<file path="src/rtl/odo_pkg.sv">
package odo_pkg;
  typedef enum logic [1:0] {OP_START, OP_STOP, OP_BYTE} bus_op_e;

  typedef enum logic [4:0] {
    ST_IDLE, ST_P_START, ST_P_CTRL, ST_R_ADDR, ST_R_RSTART, ST_R_CTRL,
    ST_R_D0, ST_R_D1, ST_R_D2, ST_R_STOP, ST_W_START, ST_W_CTRL,
    ST_W_ADDR, ST_W_D0, ST_W_D1, ST_W_D2, ST_W_STOP, ST_ABORT
  } seq_st_e;

  localparam logic [7:0] CTRL_WR = 8'hA0;
  localparam logic [7:0] CTRL_RD = 8'hA1;
  localparam logic [7:0] CNT_ADDR = 8'h00;
endpackage

</file>
<file path="src/rtl/odo_pend.sv">
module odo_pend #(
  parameter int PEND_W = 3
) (
  input  logic              clk,
  input  logic              rst_n,
  input  logic              add,
  input  logic              take,
  output logic              nz,
  output logic [PEND_W-1:0] cnt
);
  localparam logic [PEND_W-1:0] MAXV = {PEND_W{1'b1}};

  logic inc;
  assign inc = add && (cnt != MAXV);
  assign nz  = (cnt != '0);

  always_ff @(posedge clk) begin
    if (!rst_n) cnt <= '0;
    else if (inc && !take) cnt <= cnt + 1'b1;
    else if (!inc && take) cnt <= cnt - 1'b1;
  end
endmodule

</file>
<file path="src/rtl/odo_inc.sv">
module odo_inc #(
  parameter int BYTES = 3
) (
  input  logic [8*BYTES-1:0] val_i,
  output logic [8*BYTES-1:0] val_o
);
  logic [BYTES:0] carry;
  assign carry[0] = 1'b1;

  for (genvar g = 0; g < BYTES; g++) begin : g_byte
    assign val_o[8*g +: 8] = val_i[8*g +: 8] + {7'd0, carry[g]};
    assign carry[g+1]      = carry[g] & (&val_i[8*g +: 8]);
  end
endmodule

</file>
<file path="src/rtl/odo_bit_engine.sv">
module odo_bit_engine
  import odo_pkg::*;
#(
  parameter int QTR = 62
) (
  input  logic       clk,
  input  logic       rst_n,
  input  logic       cmd_valid,
  output logic       cmd_ready,
  input  bus_op_e    cmd_op,
  input  logic [8:0] cmd_bits,
  input  logic       sda_in,
  output logic       done,
  output logic [8:0] rx_bits,
  output logic       scl_low,
  output logic       sda_low,
  output logic       cond_fire
);
  localparam int DW = $clog2(QTR + 1);

  logic          busy_q;
  bus_op_e       op_q;
  logic [1:0]    ph_q;
  logic [3:0]    nbit_q;
  logic [8:0]    sh_q;
  logic [DW-1:0] div_q;
  logic          tick;
  logic          last_q;

  assign tick      = busy_q && (div_q == DW'(QTR - 1));
  assign cmd_ready = !busy_q;
  assign cond_fire = tick && (ph_q == 2'd3) && (op_q != OP_BYTE);
  assign last_q    = (op_q != OP_BYTE) || (nbit_q == 4'd8);

  always_ff @(posedge clk) begin
    if (!rst_n) begin
      busy_q  <= 1'b0;
      op_q    <= OP_START;
      ph_q    <= 2'd0;
      nbit_q  <= 4'd0;
      sh_q    <= '0;
      rx_bits <= '0;
      div_q   <= '0;
      scl_low <= 1'b0;
      sda_low <= 1'b0;
      done    <= 1'b0;
    end else begin
      done <= 1'b0;
      if (cmd_valid && !busy_q) begin
        busy_q <= 1'b1;
        op_q   <= cmd_op;
        ph_q   <= 2'd0;
        nbit_q <= 4'd0;
        sh_q   <= cmd_bits;
        div_q  <= '0;
      end else if (busy_q) begin
        div_q <= tick ? '0 : div_q + 1'b1;
      end
      if (tick) begin
        ph_q <= ph_q + 2'd1;
        unique case (ph_q)
          2'd0: scl_low <= 1'b1;
          2'd1: begin
            if (op_q == OP_START)     sda_low <= 1'b0;
            else if (op_q == OP_STOP) sda_low <= 1'b1;
            else                      sda_low <= ~sh_q[8];
          end
          2'd2: scl_low <= 1'b0;
          default: begin
            if (op_q == OP_START)     sda_low <= 1'b1;
            else if (op_q == OP_STOP) sda_low <= 1'b0;
            else begin
              rx_bits <= {rx_bits[7:0], sda_in};
              sh_q    <= {sh_q[7:0], 1'b1};
              nbit_q  <= nbit_q + 4'd1;
            end
            if (last_q) begin
              busy_q <= 1'b0;
              done   <= 1'b1;
            end
          end
        endcase
      end
    end
  end
endmodule

</file>
<file path="src/rtl/odo_seq.sv">
module odo_seq
  import odo_pkg::*;
(
  input  logic        clk,
  input  logic        rst_n,
  input  logic        pend_nz,
  output logic        take,
  output logic        cmd_valid,
  input  logic        cmd_ready,
  output bus_op_e     cmd_op,
  output logic [8:0]  cmd_bits,
  input  logic        done,
  input  logic [8:0]  rx_bits,
  output logic [23:0] cnt_cur,
  input  logic [23:0] cnt_inc,
  output logic        busy,
  output logic        err
);
  seq_st_e st_q;
  logic    issued_q;
  logic    ack;

  assign ack       = ~rx_bits[0];
  assign busy      = (st_q != ST_IDLE);
  assign take      = (st_q == ST_IDLE) && pend_nz;
  assign cmd_valid = busy && !issued_q;

  always_comb begin
    cmd_op   = OP_BYTE;
    cmd_bits = {8'hFF, 1'b1};
    unique case (st_q)
      ST_P_START, ST_R_RSTART, ST_W_START: cmd_op = OP_START;
      ST_R_STOP, ST_W_STOP, ST_ABORT:      cmd_op = OP_STOP;
      ST_P_CTRL, ST_W_CTRL:                cmd_bits = {CTRL_WR, 1'b1};
      ST_R_CTRL:                           cmd_bits = {CTRL_RD, 1'b1};
      ST_R_ADDR, ST_W_ADDR:                cmd_bits = {CNT_ADDR, 1'b1};
      ST_R_D0, ST_R_D1:                    cmd_bits = {8'hFF, 1'b0};
      ST_W_D0:                             cmd_bits = {cnt_cur[23:16], 1'b1};
      ST_W_D1:                             cmd_bits = {cnt_cur[15:8], 1'b1};
      ST_W_D2:                             cmd_bits = {cnt_cur[7:0], 1'b1};
      default: ;
    endcase
  end

  always_ff @(posedge clk) begin
    if (!rst_n) begin
      st_q     <= ST_IDLE;
      issued_q <= 1'b0;
      cnt_cur  <= '0;
      err      <= 1'b0;
    end else begin
      if (cmd_valid && cmd_ready) issued_q <= 1'b1;
      if (take) begin
        st_q <= ST_P_START;
        err  <= 1'b0;
      end else if (done) begin
        issued_q <= 1'b0;
        unique case (st_q)
          ST_P_START:  st_q <= ST_P_CTRL;
          ST_P_CTRL:   st_q <= ack ? ST_R_ADDR : ST_P_START;
          ST_R_ADDR:   st_q <= ack ? ST_R_RSTART : ST_ABORT;
          ST_R_RSTART: st_q <= ST_R_CTRL;
          ST_R_CTRL:   st_q <= ack ? ST_R_D0 : ST_ABORT;
          ST_R_D0: begin cnt_cur[23:16] <= rx_bits[8:1]; st_q <= ST_R_D1; end
          ST_R_D1: begin cnt_cur[15:8]  <= rx_bits[8:1]; st_q <= ST_R_D2; end
          ST_R_D2: begin cnt_cur[7:0]   <= rx_bits[8:1]; st_q <= ST_R_STOP; end
          ST_R_STOP: begin cnt_cur <= cnt_inc; st_q <= ST_W_START; end
          ST_W_START:  st_q <= ST_W_CTRL;
          ST_W_CTRL:   st_q <= ack ? ST_W_ADDR : ST_ABORT;
          ST_W_ADDR:   st_q <= ack ? ST_W_D0 : ST_ABORT;
          ST_W_D0:     st_q <= ack ? ST_W_D1 : ST_ABORT;
          ST_W_D1:     st_q <= ack ? ST_W_D2 : ST_ABORT;
          ST_W_D2:     st_q <= ack ? ST_W_STOP : ST_ABORT;
          ST_W_STOP:   st_q <= ST_IDLE;
          ST_ABORT:    st_q <= ST_P_START;
          default:     st_q <= ST_IDLE;
        endcase
        if (!ack && (st_q inside {ST_R_ADDR, ST_R_CTRL, ST_W_CTRL, ST_W_ADDR,
                                  ST_W_D0, ST_W_D1, ST_W_D2}))
          err <= 1'b1;
      end
    end
  end
endmodule

</file>
<file path="src/rtl/odo_i2c_ctrl.sv">
module odo_i2c_ctrl #(
  parameter int CLK_HZ = 100_000_000,
  parameter int SCL_HZ = 400_000,
  parameter int PEND_W = 3
) (
  input  logic clk,
  input  logic rst_n,
  input  logic dist_pulse,
  input  logic sda_in,
  output logic scl_drive_low,
  output logic sda_drive_low,
  output logic busy,
  output logic err
);
  import odo_pkg::*;

  localparam int QTR_RAW = CLK_HZ / (4 * SCL_HZ);
  localparam int QTR     = (QTR_RAW < 1) ? 1 : QTR_RAW;

  logic              pulse_q;
  logic              rise;
  logic              take;
  logic              pend_nz;
  logic [PEND_W-1:0] pend_cnt;
  logic              cmd_valid;
  logic              cmd_ready;
  bus_op_e           cmd_op;
  logic [8:0]        cmd_bits;
  logic              done;
  logic [8:0]        rx_bits;
  logic              cond_fire;
  logic [23:0]       cnt_cur;
  logic [23:0]       cnt_inc;

  always_ff @(posedge clk) begin
    if (!rst_n) pulse_q <= 1'b0;
    else        pulse_q <= dist_pulse;
  end
  assign rise = dist_pulse & ~pulse_q;

  odo_pend #(.PEND_W(PEND_W)) u_pend (
    .clk(clk), .rst_n(rst_n), .add(rise), .take(take),
    .nz(pend_nz), .cnt(pend_cnt)
  );

  odo_seq u_seq (
    .clk(clk), .rst_n(rst_n), .pend_nz(pend_nz), .take(take),
    .cmd_valid(cmd_valid), .cmd_ready(cmd_ready), .cmd_op(cmd_op),
    .cmd_bits(cmd_bits), .done(done), .rx_bits(rx_bits),
    .cnt_cur(cnt_cur), .cnt_inc(cnt_inc), .busy(busy), .err(err)
  );

  odo_inc #(.BYTES(3)) u_inc (.val_i(cnt_cur), .val_o(cnt_inc));

  odo_bit_engine #(.QTR(QTR)) u_eng (
    .clk(clk), .rst_n(rst_n), .cmd_valid(cmd_valid), .cmd_ready(cmd_ready),
    .cmd_op(cmd_op), .cmd_bits(cmd_bits), .sda_in(sda_in), .done(done),
    .rx_bits(rx_bits), .scl_low(scl_drive_low), .sda_low(sda_drive_low),
    .cond_fire(cond_fire)
  );
endmodule

</file>
<file path="config.mk">
export PLATFORM = sky130hd
export DESIGN_NAME = odo_i2c_ctrl
export DESIGN_NICKNAME = d
export VERILOG_FILES = /design/src/rtl/odo_pkg.sv /design/src/rtl/odo_pend.sv /design/src/rtl/odo_inc.sv /design/src/rtl/odo_bit_engine.sv /design/src/rtl/odo_seq.sv /design/src/rtl/odo_i2c_ctrl.sv
export SDC_FILE = /design/constraint.sdc
export NUM_CORES = 1
export LEC_CHECK = 0
export BUFFER_PORTS_ARGS = -buffer_cell sky130_fd_sc_hd__buf_2
export CAP_MARGIN = 30
export CORE_MARGIN = 8
export CORE_UTILIZATION = 55
export DETAILED_ROUTE_END_ITERATION = 10
export GPL_TIMING_DRIVEN = 0
export PLACE_DENSITY = 0.73
export SLEW_MARGIN = 5
export SYNTH_ARGS = -nofsm -noshare
export SYNTH_HDL_FRONTEND = slang
export SYNTH_SLANG_ARGS = --single-unit
</file>
<file path="constraint.sdc">
create_clock -name clk -period 5 [get_ports clk]
set_input_delay 0.5 -clock clk [delete_from_list [all_inputs] [get_ports clk]]
set_output_delay 0.5 -clock clk [all_outputs]
set_load 0.05 [all_outputs]
</file>
[After elaboration in Yosys (flattened, before gate mapping)]
Cells that the tools add are included.
Word-level totals
  word-level logic and storage cells: 153
  input bits: 4
  output and inout port bits: 4
  register bits: 71
Operators by class
  bitwise logic cells: 11
  reductions and logical operators: 46
  add/sub/neg operators: 8
  equality and inequality tests: 24
  mux-type cells: 45
Operators with widths (count)
  one-hot mux 5 bit (16 select lines): 1
  one-hot mux 9 bit (7 select lines): 1
  one-hot mux 8 bit (2 select lines): 3
  two-way mux 9 bit: 5
  == test 5 x 4 -> 1 bit (second input constant): 8
  two-way mux 5 bit: 6
  == test 5 x 3 -> 1 bit (second input constant): 4
  two-way mux 4 bit: 5
  adder 8 x 1 -> 8 bit: 2
  AND reduction 8 bit: 2
  two-way mux 1 bit: 15
  nonzero test 2 bit: 7
  AND reduction 3 bit: 4
  OR reduction 2 bit: 6
  == test 5 x 2 -> 1 bit (second input constant): 2
  == test 5 bit (second input constant): 2
  NOT 1 bit: 9
  OR reduction 3 bit: 3
  adder 8 x 1 -> 8 bit (second input constant): 1
  logical AND 1 bit: 8
  nonzero test 7 bit: 1
  adder 6 x 1 -> 6 bit (second input constant): 1
  == test 6 bit (second input constant): 1
  two-way mux 2 bit: 3
  other kinds (24): 34

[Logic depth before layout (Yosys ltp)]
  word-level depth: 8
  mapped depth: 10
  gate-level depth less buffers: 10

[By module]
From an unflattened synthesis, not the netlist that was laid out.
Second synthesis, totals
  cell total of the unflattened synthesis: 503
  area total of the unflattened synthesis: 4137.7 um2
Modules (own cells, without submodules)
  odo_seq: instances 1, area each 1823.0 um2, seq. area each 620.6 um2, cells an instance 235
  odo_bit_engine: instances 1, area each 1720.4 um2, seq. area each 720.7 um2, cells an instance 197
  odo_inc: instances 1, area each 379.1 um2, seq. area each 0.0 um2, cells an instance 50
  odo_pend: instances 1, area each 175.2 um2, seq. area each 60.1 um2, cells an instance 18
  odo_i2c_ctrl: instances 1, area each 40.0 um2, seq. area each 20.0 um2, cells an instance 3

[Worst setup path before layout]
Ideal clock, no wire load.
  kind: reg2reg
  from: register u_seq.cnt_cur[0]
  to: register u_seq.cnt_cur[15]
  cell stages (with the launch flop): 9
  setup slack: 2.905 ns
  arrival time: 2.002 ns
  period minus slack after synthesis: 2.095 ns
  setup time: 0.092 ns
  buffers on the path: 0
  required time: 4.908 ns
  path through: dfxtp_1 -> ha_1 -> nand3_1 -> nor2_1 -> ha_1 -> and2_1 -> or3b_2 -> o31a_1 -> o32ai_1
Between the ends
  word-level cells in the longest chain between the ends: 3
RTL lines
  from (decl): RTL line odo_seq.sv:14  | output logic [23:0] cnt_cur,
  from (signal assigned): RTL line odo_seq.sv:49  | cnt_cur <= '0;
  from (signal assigned): RTL line odo_seq.sv:66  | ST_R_D2: begin cnt_cur[7:0] <= rx_bits[8:1]; st_q <= ST_R_STOP; end
  from (signal assigned): RTL line odo_seq.sv:67  | ST_R_STOP: begin cnt_cur <= cnt_inc; st_q <= ST_W_START; end
  AND reduction 8 bit: RTL line odo_inc.sv:12  | assign carry[g+1] = carry[g] & (&val_i[8*g +: 8]);
  adder 8 x 1 -> 8 bit: RTL line odo_inc.sv:11  | assign val_o[8*g +: 8] = val_i[8*g +: 8] + {7'd0, carry[g]};
  one-hot mux 8 bit (2 select lines): RTL line odo_seq.sv:58  | unique case (st_q)
Every way passes these cells.
A chain may end at the register's enable or synchronous reset.

[Final worst setup path]
Ends and elaborated chain as after synthesis.

==> summary by stage <==
Run status
The run finished with clean final reports.

Floorplan
Pin placement for this block handled 8 I/O pins. The area enclosed by the die boundary is 0.01046 mm^2. From bottom edge to top edge, the die measures 102.3 um. From left edge to right edge, the die measures 102.3 um. The initial core utilization is 56.75%. The standard-cell row count is 31. The area of the placeable core is 0.007214 mm^2.

Pwr
The total power per unit cell area is 338.6 mW/mm^2. The peak supply drop is 0.2494 mV. The static power due to leakage is 1.578 nW. Total power for the finished layout comes to 1.516 mW.

Synthesis
The commonest cells after synthesis are 71 x dfxtp_1, 54 x nand2_1, 43 x a21oi_1. The number of nets handed over by synthesis was 520. After technology mapping, the gate count stands at 501. In the synthesized netlist, mux cells make up 0.4890% of the area.

The fraction of synthesized cell area taken by the top area cell type is 34.72%. The most frequently used cell type in the post-synthesis netlist is dfxtp_1. The number of warnings printed during yosys synthesis is 0. The number of enable flip-flop cells after synthesis is 0.

The main combinational cell family by area after synthesis is compound AO/OA/AOI/OAI gates. The synthesized netlist contains 74 unique library cells. The number of flip-flops and latches in the synthesized netlist is 71.

Of all flip-flops after synthesis, the portion carrying an async set or reset was 0%. Summed over all instances, the cell type with the most area after synthesis is dfxtp_1. Of the total synthesized cell area, the portion taken by XOR and XNOR cells is 1.925%. The netlist area before placement is 0.004094 mm^2. The main flop type after synthesis is dfxtp_1.

The synthesized netlist devotes 4.768% of its cell area to adder and majority cells. The synthesized area per cell is 8.172 um^2. The share of the Yosys chip area taken by registers is 34.72%.

By area the synthesized netlist is led by dfxtp_1 35%, a21oi_1 5.3%, nand2_1 5.0%. Summing the areas of all compound-gate instances in the mapped netlist gives 26.50% of the synthesized area. The fraction of the mapped netlist area in simple logic gates is 25.37%.

Global route
The residual overflow from global routing is 0. The first-pass GRT wire length is 18,430 um. Entering global routing, the biggest net connects 14 pins.

The overall track demand over capacity in global routing is 22.59%. The number of global-route vias before repair came to 3,595. The most used routing layer in global routing is met2. The number of antenna violations at the first check in global routing is 0.

Global routing consumed, on the met1 layer, 28.97% of the routing resources. Global routing consumed, on the met3 layer, 5.450% of the routing resources. The met2 usage is 35.33%.

Place
The placed instances occupy a cell area of 0.004248 mm^2. After detailed placement, the design holds a cell count of 606. Buffers placed on the I/O ports in this run total 6. Routability-driven placement finished with a final weighted congestion of 0.9709.

After legalization and detailed placement, the total HPWL measured 8145 um.

CTS
Clock-pin slew was measured on the worst setup and hold paths at 80 ps. The post-cts gate resize count is 0. Clock tree synthesis inserted a total of 9 buffers. The cts-stage hold buffer count is 0.

The buffers inserted during post-CTS setup optimization is 0. The buffer levels on the longest clock path is 2. The TritonCTS clock tree is yes.

Clock tree synthesis found a total of 71 sinks. The tree is rooted in a clkbuf_8. CTS built an H-tree with a depth of 3. Clock latency on the worst-skew pair, taken at its later pin, is 360 ps.

Job
Max-cap violations in this run came to 0.

Critical path
The minimum setup slack among reg-to-reg paths is 2550 ps. The worst setup path is captured at a flop. For the worst setup path, the data required time is 5260 ps.

STA classifies the critical path startpoint as a flop. The data arrival time of the critical path is 2720 ps. Of all nets on the critical path, the largest fanout is 6. The endpoint of the lowest-slack register-to-register path is u_seq.cnt_cur[15]$_SDFFE_PN0P_. The critical register-to-register path startpoint is u_seq.cnt_cur[0]$_SDFFE_PN0P_. The worst setup path is of the reg -> reg kind. The number of cells on the worst reg-to-reg path is 8.

STA
The final-report max-slew violation count is 0. The final setup skew is 10.19 ps. The worst pin sits at a relative slew slack of 49.18%. Setup violations remaining at the end of the flow were counted as 0. The final hold violation count was 0. The final period demand of the worst path is 2455 ps. The ratio of final minimum period to clock period is 49.09%. Setup repair after global routing left no endpoint under its margin. The transition time at the pin with the least slew margin is 762.3 ps. Hold timing on the final database bottoms out at a slack of 375.5 ps. Summed over all failing endpoints, the final setup total negative slack is 0 ps. The maximum frequency from static timing analysis is 407.4 MHz.

Finish
For this run, the number of standard cells in the final layout without fillers is 622. The post-layout instance area is 0.004478 mm^2. The number of nets in the layout is 537. The number of antenna repair diodes is 0. Of the cells placed in the final design, the portion with a size suffix greater than 1 is 11.85%. The area growth from synthesis to layout is 9.383%.

Route
The number of iterations in the first detailed-routing pass is 7. After the first detailed-routing iteration, the DRC count stood at 484. In the routed layout, each cell is associated on average with a via count of 6.378. After detailed routing, the total wire length is 11,430 um. The vias after detailed routing is 3,967. For this run, design rule violations remaining after detail routing come to 0. The number of routed nets with antenna violations is 0. After detailed routing, the average wire length per cell comes to 18.38 um.

Hold path
The startpoint identified for the worst hold timing path is dist_pulse. The worst hold path passes through 3 cells. The worst hold path terminates at pulse_q$_SDFF_PN0_. The worst min-delay path category is in -> reg.
-- worst max-delay path by stage --
stage / start / endpoint / cells after the start
global route: u_seq.cnt_cur[0]$_SDFFE_PN0P_ / u_seq.cnt_cur[15]$_SDFFE_PN0P_ / 8
CTS: u_pend.cnt[0]$_SDFFE_PN0P_ / u_pend.cnt[2]$_SDFFE_PN0P_ / 7
global placement: u_pend.cnt[0]$_SDFFE_PN0P_ / u_pend.cnt[2]$_SDFFE_PN0P_ / 7
finish: u_seq.cnt_cur[0]$_SDFFE_PN0P_ / u_seq.cnt_cur[15]$_SDFFE_PN0P_ / 8
floorplan: u_seq.cnt_cur[0]$_SDFFE_PN0P_ / u_seq.cnt_cur[15]$_SDFFE_PN0P_ / 8
detailed placement: u_pend.cnt[0]$_SDFFE_PN0P_ / u_pend.cnt[2]$_SDFFE_PN0P_ / 7
-- through the flow --
stage | util [%] | worst slack [ps]
final | 62.07 | 2545
after global routing | 62.07 | 2416
after CTS | 62.07 | 2561
after detailed placement | 58.88 | 2581
after global placement | 58.88 | 2643
after floorplan | - | 2905
-- registers in the layout, summed over array words and instances, names as in the netlist, 2 cells and up --
signal / flops
u_eng.div_q: 6
u_eng.nbit_q: 4
u_eng.op_q: 2
u_eng.ph_q: 2
u_eng.rx_bits: 9
u_eng.sh_q: 9
u_pend.cnt: 3
u_seq.cnt_cur: 24
u_seq.st_q: 5
-- critical path, stage by stage, from the launching register on --
cell	delay, ps
dfxtp_1	470
ha_1	250
nand3_1	180
nor2_1	160
ha_1	200
and2_1	150
or3b_2	460
o31a_1	290
o32ai_1	200
-- area by class of cell --
type	count	area, um^2
Clock buffer	10	137.6
Buffer	39	195.2
Multi-Input combinational cell	375	2417
Timing Repair Buffer	6	30.03
Sequential cell	71	1421
Inverter	16	60.06
Clock inverter	6	92.59
Tap cell	99	123.9
Fill cell	657	2736
-- cell families (layout without fill, tap and decap cells) --
kind of cell,count (synthesis),in the layout
simple gates,185,185
compound gates,164,164
flops,71,71
buf+inv,55,77
fa+ha+maj,15,15
xor+xnor,9,9
mux,2,2
-- routing by layer --
metal / wire, um / vias to the layer above / part of all wire (%)
li1: - / 1891 / -
met1: 4825 / 1852 / 42
met2: 5199 / 182 / 45
met3: 1006 / 42 / 8.8
met4: 400 / 0 / 3.5
met5: 0 / - / 0
-- power breakdown --
group          switching (mW)  total, mW  internal (mW)
sequential             0.0391      0.659          0.620
combinational           0.198      0.326          0.128
clock                   0.235      0.532          0.297
total                   0.471       1.52           1.04
-- placed cells by master, fill, tap and decap left out, types with 4 or more instances in the layout --
master	netlist	layout
clkbuf_1	15	15
xor2_1	6	6
or3_1	5	5
a222oi_1	7	7
nand3_1	14	14
nor2_1	28	28
o21ai_0	37	37
a21oi_1	43	43
inv_1	16	16
ha_1	14	14
nor2b_1	4	4
nand4_1	8	8
a311oi_1	4	4
and3_1	5	5
nand2_1	54	54
o221a_2	4	4
clkbuf_8	0	10
o211ai_1	4	4
buf_2	14	20
o21a_1	16	16
nor3b_1	4	4
a31oi_1	11	11
a211oi_1	12	12
nor3_1	23	23
buf_4	4	4
dfxtp_1	71	71
nor4_1	7	7
Note: power is estimated with default switching activity, not from simulation.
